[src/rtl/swk_pkg.sv]
package swk_pkg;
  typedef enum logic [1:0] {
    SW_RUN    = 2'd0,
    SW_HALT   = 2'd1,
    SW_SETTLE = 2'd2,
    SW_DONE   = 2'd3
  } swk_state_e;

  typedef enum logic [1:0] {
    WK_EXT  = 2'd0,
    WK_WIRQ = 2'd1,
    WK_WRST = 2'd2
  } swk_cause_e;
endpackage

[src/rtl/swk_prescaler.sv]
module swk_prescaler #(
  parameter int SEL_W = 3
) (
  input  logic             clk,
  input  logic             rst_n,
  input  logic             clear,
  input  logic             en,
  input  logic [SEL_W-1:0] sel,
  output logic             tick
);
  localparam int PW = (1 << SEL_W) - 1;

  logic [PW-1:0] cnt;
  logic [PW:0]   full;
  logic [PW:0]   lim;

  // the tick falls once every 2^sel enabled cycles
  assign full = (PW+1)'(1) << sel;
  assign lim  = full - 1'b1;
  assign tick = en && (cnt == lim[PW-1:0]);

  always_ff @(posedge clk or negedge rst_n) begin
    if (!rst_n)      cnt <= '0;
    else if (clear)  cnt <= '0;
    else if (en)     cnt <= tick ? '0 : cnt + 1'b1;
  end
endmodule

[src/rtl/swk_stab_counter.sv]
module swk_stab_counter #(
  parameter int CNT_W = 8
) (
  input  logic clk,
  input  logic rst_n,
  input  logic clear,
  input  logic step,
  output logic ovf
);
  logic [CNT_W-1:0] cnt;

  assign ovf = step && (&cnt);

  always_ff @(posedge clk or negedge rst_n) begin
    if (!rst_n)      cnt <= '0;
    else if (clear)  cnt <= '0;
    else if (step)   cnt <= cnt + 1'b1;
  end
endmodule

[src/rtl/swk_wake_decide.sv]
module swk_wake_decide
  import swk_pkg::*;
(
  input  logic       ext_irq,
  input  logic       wdt_evt,
  input  logic       wdt_rst_mode,
  input  logic       wdt_irq_en,
  output logic       wake,
  output swk_cause_e cause
);
  always_comb begin
    wake  = 1'b0;
    cause = WK_EXT;
    if (wdt_evt && wdt_rst_mode) begin
      wake  = 1'b1;
      cause = WK_WRST;
    end else if (ext_irq) begin
      wake  = 1'b1;
      cause = WK_EXT;
    end else if (wdt_evt && wdt_irq_en) begin
      wake  = 1'b1;
      cause = WK_WIRQ;
    end
  end
endmodule

[src/rtl/stop_wake_seq.sv]
module stop_wake_seq
  import swk_pkg::*;
#(
  parameter int SEL_W = 3,
  parameter int CNT_W = 8
) (
  input  logic             clk,
  input  logic             rst_n,
  input  logic             stop_req,
  input  logic             mode_wake,
  input  logic             mode_rcwd,
  input  logic [SEL_W-1:0] div_sel,
  input  logic             ext_irq,
  input  logic             wdt_evt,
  input  logic             irq_en,
  input  logic             wdt_rst_mode,
  input  logic             wdt_irq_en,
  output logic             osc_en,
  output logic             cpu_clk_en,
  output logic             vec_req,
  output logic             vec_wdt,
  output logic             int_rst_req,
  output logic             resume
);
  swk_state_e       state, state_nx;
  swk_cause_e       cause_q, cause_w;
  logic [SEL_W-1:0] sel_q;
  logic             ien_q;
  logic             wake_w, tick, ovf, enter_ok;

  assign enter_ok = stop_req && !mode_wake && mode_rcwd;

  swk_wake_decide u_decide (
    .ext_irq      (ext_irq),
    .wdt_evt      (wdt_evt),
    .wdt_rst_mode (wdt_rst_mode),
    .wdt_irq_en   (wdt_irq_en),
    .wake         (wake_w),
    .cause        (cause_w)
  );

  swk_prescaler #(.SEL_W(SEL_W)) u_presc (
    .clk   (clk),
    .rst_n (rst_n),
    .clear (state == SW_HALT),
    .en    (state == SW_SETTLE),
    .sel   (sel_q),
    .tick  (tick)
  );

  swk_stab_counter #(.CNT_W(CNT_W)) u_stab (
    .clk   (clk),
    .rst_n (rst_n),
    .clear (state == SW_HALT),
    .step  (tick),
    .ovf   (ovf)
  );

  always_comb begin
    state_nx = state;
    unique case (state)
      SW_RUN:    if (enter_ok) state_nx = SW_HALT;
      SW_HALT:   if (wake_w)   state_nx = SW_SETTLE;
      SW_SETTLE: if (ovf)      state_nx = SW_DONE;
      SW_DONE:                 state_nx = SW_RUN;
      default:                 state_nx = SW_RUN;
    endcase
  end

  always_ff @(posedge clk or negedge rst_n) begin
    if (!rst_n) begin
      state   <= SW_RUN;
      sel_q   <= '0;
      cause_q <= WK_EXT;
      ien_q   <= 1'b0;
    end else begin
      state <= state_nx;
      if (state == SW_RUN && enter_ok) sel_q <= div_sel;
      if (state == SW_HALT && wake_w) begin
        cause_q <= cause_w;
        ien_q   <= irq_en;
      end
    end
  end

  assign osc_en      = (state != SW_HALT);
  assign cpu_clk_en  = (state == SW_RUN) || (state == SW_DONE);
  assign int_rst_req = (state == SW_DONE) && (cause_q == WK_WRST);
  assign vec_req     = (state == SW_DONE) && (cause_q != WK_WRST) && ien_q;
  assign vec_wdt     = vec_req && (cause_q == WK_WIRQ);
  assign resume      = (state == SW_DONE) && (cause_q != WK_WRST) && !ien_q;
endmodule

[config.mk]
export PLATFORM = sky130hd
export DESIGN_NAME = stop_wake_seq
export DESIGN_NICKNAME = d
export VERILOG_FILES = /design/src/rtl/swk_pkg.sv /design/src/rtl/swk_prescaler.sv /design/src/rtl/swk_stab_counter.sv /design/src/rtl/swk_wake_decide.sv /design/src/rtl/stop_wake_seq.sv
export SDC_FILE = /design/constraint.sdc
export NUM_CORES = 1
export LEC_CHECK = 0
export CAP_MARGIN = 15
export CORE_ASPECT_RATIO = 0.6
export CORE_MARGIN = 10
export CORE_UTILIZATION = 25
export CTS_BUF_LIST = sky130_fd_sc_hd__clkbuf_16
export DETAILED_ROUTE_END_ITERATION = 16
export PLACE_DENSITY = 0.4
export SLEW_MARGIN = 20
export SYNTH_ARGS = -nofsm -noshare
export SYNTH_HDL_FRONTEND = slang
export SYNTH_SLANG_ARGS = --single-unit
[constraint.sdc]
create_clock -name clk -period 3 [get_ports clk]
set_input_delay 0.6 -clock clk [delete_from_list [all_inputs] [get_ports clk]]
set_output_delay 0.6 -clock clk [all_outputs]
set_load 0.02 [all_outputs]
* After elaboration in Yosys (flattened, before gate mapping)
Cells that the tools add are included.
** Word-level totals
- Input bits :: 13
- Register bits after elaboration :: 23
** Operators by class
- Shift operators :: 1
- Equal/unequal tests :: 11
- Muxes and demuxes :: 15
- Add/sub/neg operators :: 3
- Reduce and logical (&&, ||, !) cells :: 21
** Operators by type and width (number)
- 2-to-1 mux 7 bit :: 3
- 2-to-1 mux 8 bit :: 2
- logical AND 1 bit :: 13
- 2-to-1 mux 2 bit :: 5
- adder 8 x 1 -> 8 bit, second input constant :: 1
- inequality test 2 bit, second input constant :: 4
- case mux 2 bit (4 select lines) :: 1
- AND reduction 8 bit :: 1
- adder 7 x 1 -> 7 bit, second input constant :: 1
- equality test 7 bit :: 1
- left shift 1 x 3 -> 7 bit, first input constant :: 1
- subtractor 7 x 1 -> 7 bit, second input constant :: 1
- equality test 2 bit, second input constant :: 3
- equality test 2 x 1 -> 1 bit, second input constant :: 2
- 2-to-1 mux 1 bit :: 4
- nonzero test 2 bit :: 2
- AND reduction 3 bit :: 1
- logical NOT 1 bit :: 2
- logical NOT 2 bit :: 1
- inequality test 2 x 1 -> 1 bit, second input constant :: 1
- logical OR 1 bit :: 1

* Longest topological paths before layout
- Depth after elaboration :: 7
- Depth in mapped cells :: 8
- Depth with buffers taken out :: 7

* Modules after synthesis
A second synthesis with hierarchy kept.
** Second synthesis, totals
- Cells, all modules :: 142
- Area, all modules :: 1397.6 sq um
** Modules (own cells, without submodules)
- swk_prescaler :: area an instance 528.0 sq um, instances 1, cells each 62, sequential area each 175.2 sq um
- stop_wake_seq :: area an instance 435.4 sq um, instances 1, cells each 37, sequential area each 200.2 sq um
- swk_stab_counter :: area an instance 402.9 sq um, instances 1, cells each 39, sequential area each 200.2 sq um
- swk_wake_decide :: area an instance 31.3 sq um, instances 1, cells each 4, sequential area each 0.0 sq um

* Worst setup path before layout
Ideal clock, no wire load.
- Kind :: register to register
- Start :: reg sel_q[1]
- End :: reg u_stab.cnt[5]
- Data arrival time :: 2.005 ns
- Cell stages (with the launch flop) :: 8
- Clock period less this slack :: 2.130 ns
- Required time :: 2.875 ns
- Setup slack :: 0.870 ns
- Path buffers :: 2
- Cell sequence :: dfrtp_1 -> buf_6 -> or3_1 -> o31a_1 -> a32o_1 -> buf_6 -> nor4_1 -> mux2_2
** Between the ends
- Word-level cells in the longest chain between the ends :: 5
** RTL lines
- start, declared :: line stop_wake_seq.sv:27 : logic [SEL_W-1:0] sel_q;
- start signal, assigned :: line stop_wake_seq.sv:78 : if (state == SW_RUN && enter_ok) sel_q <= div_sel;
- left shift 1 x 3 -> 7 bit :: line swk_prescaler.sv:18 : assign full = (PW+1)'(1) << sel;
- subtractor 7 x 1 -> 7 bit :: line swk_prescaler.sv:19 : assign lim = full - 1'b1;
- equality test 7 bit :: line swk_prescaler.sv:20 : assign tick = en && (cnt == lim[PW-1:0]);
- logical AND 1 bit :: line swk_prescaler.sv:20
- nonzero test 2 bit (no line)
- end signal, assigned :: line swk_stab_counter.sv:17 : else if (step) cnt <= cnt + 1'b1;
- end, declared :: line swk_stab_counter.sv:10 : logic [CNT_W-1:0] cnt;
No other way between the ends.
A chain may end at the register's enable or synchronous reset.

* Worst setup path in the final report
- Start :: reg state[1]
- End :: out osc_en
** Between the ends
- Word-level cells in the longest chain between the ends :: 1
** RTL lines
- start, declared :: line stop_wake_seq.sv:25 : swk_state_e state, state_nx;
- start signal, assigned :: line stop_wake_seq.sv:77 : state <= state_nx;
- inequality test 2 x 1 -> 1 bit :: line stop_wake_seq.sv:86 : assign osc_en = (state != SW_HALT);
- end, declared :: line stop_wake_seq.sv:18 : output logic osc_en,
No other way between the ends.

==> flow_summary.yaml <==
floorplan:
  dieArea_sq_mm: 0.009550
  core_area_sq_mm: 0.005675
  io_pins: 19
  start_util_pct: 26.26
  die_h_um: 79.81
  rows: 21
  die_x_um: 119.7
logic_synthesis:
  yosysMostFrequentCell: "dfrtp_1"
  synth-seq-cells: 23
  syn_nets: 181
  synth_edf_count: 0
  synth_area_per_cell_sq_um: 9.199
  synth_ff_type: "dfrtp_1"
  yosys.area.top_type: "dfrtp_1"
  synth_cells: 162
  ys_types: 43
  synth_top_cell_area_share_pct: 38.62
  yosys-top-cells-count: "dfrtp_1, inv_1, nor2_1, a21oi_1, nand2_1"
  ys.warnings.count: 0
  ys_async_sr_fraction_pct: 100.0
  synth-seq-area-share_pct: 38.62
  netlist_area_sq_mm: 0.001490
  synth_area_leaders: "dfrtp_1, ha_1, mux2_2"
hold_path:
  worstHoldPathType: "register to register"
pwr:
  p_per_area_mw_per_mm2: 917.0
  p_comb_share_pct: 47.0
  p_sw_uw: 721.4
  p_clk_share_pct: 17.9
  p_leak_nw: 0.6900
  sequentialPowerShare_pct: 35.1
  ir_drop_mv: 0.2489
  report.power.total_mw: 1.665
  switching_share_pct: 43.33
  internal-power_uw: 943.5
outcome:
  status: "complete, no violations"
cells_and_area:
  drive_above_1_share_pct: 9.040
  final.fill_count: 623
  syn2layout_area_growth_pct: 21.83
  num-nets-final: 197
  diodes: 0
cts:
  clk_pin_slew_ns: 0.07
  post_cts_buffers: 0
  cts_max_path_buffers: 2
  clock_latency_ns: 0.26
  htreeDepth: 1
  tritoncts: "built"
  clock_sinks: 23
  cts_root_buf: "clkbuf_16"
  cts_hold_buf: 0
  cts_made_buffers: 3
  cts_resized: 0
routing:
  ant_nets: 0
  avgViaCountPerCell: 4.961
  firstDrtPassIters: 4
  wire_per_inst_um: 14.63
  drtIter0Drc: 46
  routed_wl_um: 3759
  vias: 1275
  drcViolationCount: 0
sta:
  fin_tns_setup_ns: 0
  finalHoldViolCount: 0
  worst_pin_slew_ns: 0.7066
  setup_viol: 0
  maxSlewViolCount: 0
  fin_skew_ns: 0.003682
  max_freq_mhz: 375.2
  rsz0062_at_grt: "no"
  fin_crit_sh_pct: 88.85
  period_minus_slack_ns: 2.665
  slew_headroom_pct: 52.75
worst_setup_path:
  critPathArrivalTime_ns: 2.07
  crit_type: "register to output pin"
  crit_path_start_kind: "register"
  required_ns: 2.40
  cp-end-kind: "output pin"
  worstPathMaxFanout: 15
place:
  gp_congestion: 0.7543
  dpl.hpwl_um: 2817
  io_buffers: 18
global_routing:
  grt_pass1_vias: 1224
  antenna_found_initial: 0
  gr-total-overflow: 0
  grt_max_degree: 24
  track_usage_pct: 7.935
  grt_pass1_wl_um: 6175
job:
  maxCapViolCount: 0
==> placed cells by master (no fill, tap or decap), types with 5 or more instances in the layout <==
master	synthesis	final
mux2_2	6	6
a21oi_1	10	10
nand3_1	6	6
or3_1	5	5
or4_1	5	5
dfrtp_1	23	23
o21ai_0	6	6
clkdlybuf4s50_1	0	18
inv_1	12	13
ha_1	6	6
nor2_1	12	12
nand2_1	7	7
o2bb2ai_1	6	6
==> routing by layer <==
metal	vias to the layer above	global-route usage (%)	routed length (um)
met3	2	1.977	161
li1	638	-	-
met1	606	11.00	1999
met4	0	2.398	34
met5	-	0	0
met2	29	11.76	1564
==> cell families after synthesis <==
family | synth area share [%]
buffers and inverters | 6.801
adders and majority gates | 5.038
xor gates and xnor gates | 1.764
and+or+nand+nor | 21.66
AOI/OAI and AO/OA | 20.24
muxes | 5.877
DFF | 38.62
==> critical path, cell delays in order (launching register included) <==
cell and delay (ns):
dfrtp_1 0.42, inv_1 0.09, ha_1 0.47, inv_1 0.23, clkdlybuf4s50_1 0.59
==> stage by stage <==
stage | util, % | cells | area [sq um] | hold WS (ns) | setup slack [ns]
after floorplan | - | 162 | 1490 | 0.3044 | 0.8704
after global placement | 30.60 | 253 | 1737 | 0.5187 | 0.6434
after detailed placement | 30.60 | 253 | 1737 | 0.5267 | 0.5717
after CTS | 31.99 | 257 | 1815 | 0.5427 | 0.2749
after global routing | 31.99 | 257 | 1815 | 0.5706 | 0.1290
final | 31.99 | 257 | 1815 | 0.5426 | 0.3346
==> final timing paths <==
kind / to / slack (ns) / depth (start not counted) / from
worst max-delay path: osc_en / 0.33 / 4 / state[1]
worst min-delay path: ien_q / 0.54 / 1 / ien_q
worst max register to register: u_stab.cnt[5] / 0.61 / 5 / sel_q[1]
worst min register to register: ien_q / 0.54 / 1 / ien_q
max in group asynchronous: u_presc.cnt[3] / 2.03 / 2 / rst_n
min in group asynchronous: u_stab.cnt[4] / 0.71 / 2 / rst_n
==> state kept, by name, summed over array words and instances (netlist names) <==
name	count
cause_q	2
u_presc.cnt	7
ien_q	1
state	2
u_stab.cnt	8
sel_q	3
==> area by class of cell <==
| cell class | instances | area [sq um] | area share [%] |
|---|---|---|---|
| Multi-Input combinational cell | 117 | 813.3 | 44.80 |
| Sequential cell | 23 | 575.6 | 31.70 |
| Timing Repair Buffer | 21 | 202.7 | 11.16 |
| Tap cell | 80 | 100.1 | 5.513 |
| Clock buffer | 3 | 75.07 | 4.135 |
| Inverter | 12 | 45.04 | 2.481 |
| Clock inverter | 1 | 3.754 | 0.2068 |
==> power groups by stage <==
stage | Sequential, mW | Combinational, mW | Clock (mW)
floorplan | 0.485 | 0.655 | 0
global placement | 0.576 | 0.781 | 0
detailed placement | 0.583 | 0.786 | 0
CTS | 0.578 | 0.791 | 0.312
global route | 0.604 | 0.874 | 0.325
finish | 0.585 | 0.782 | 0.298
No activity file was read; power rests on OpenSTA's default activity.
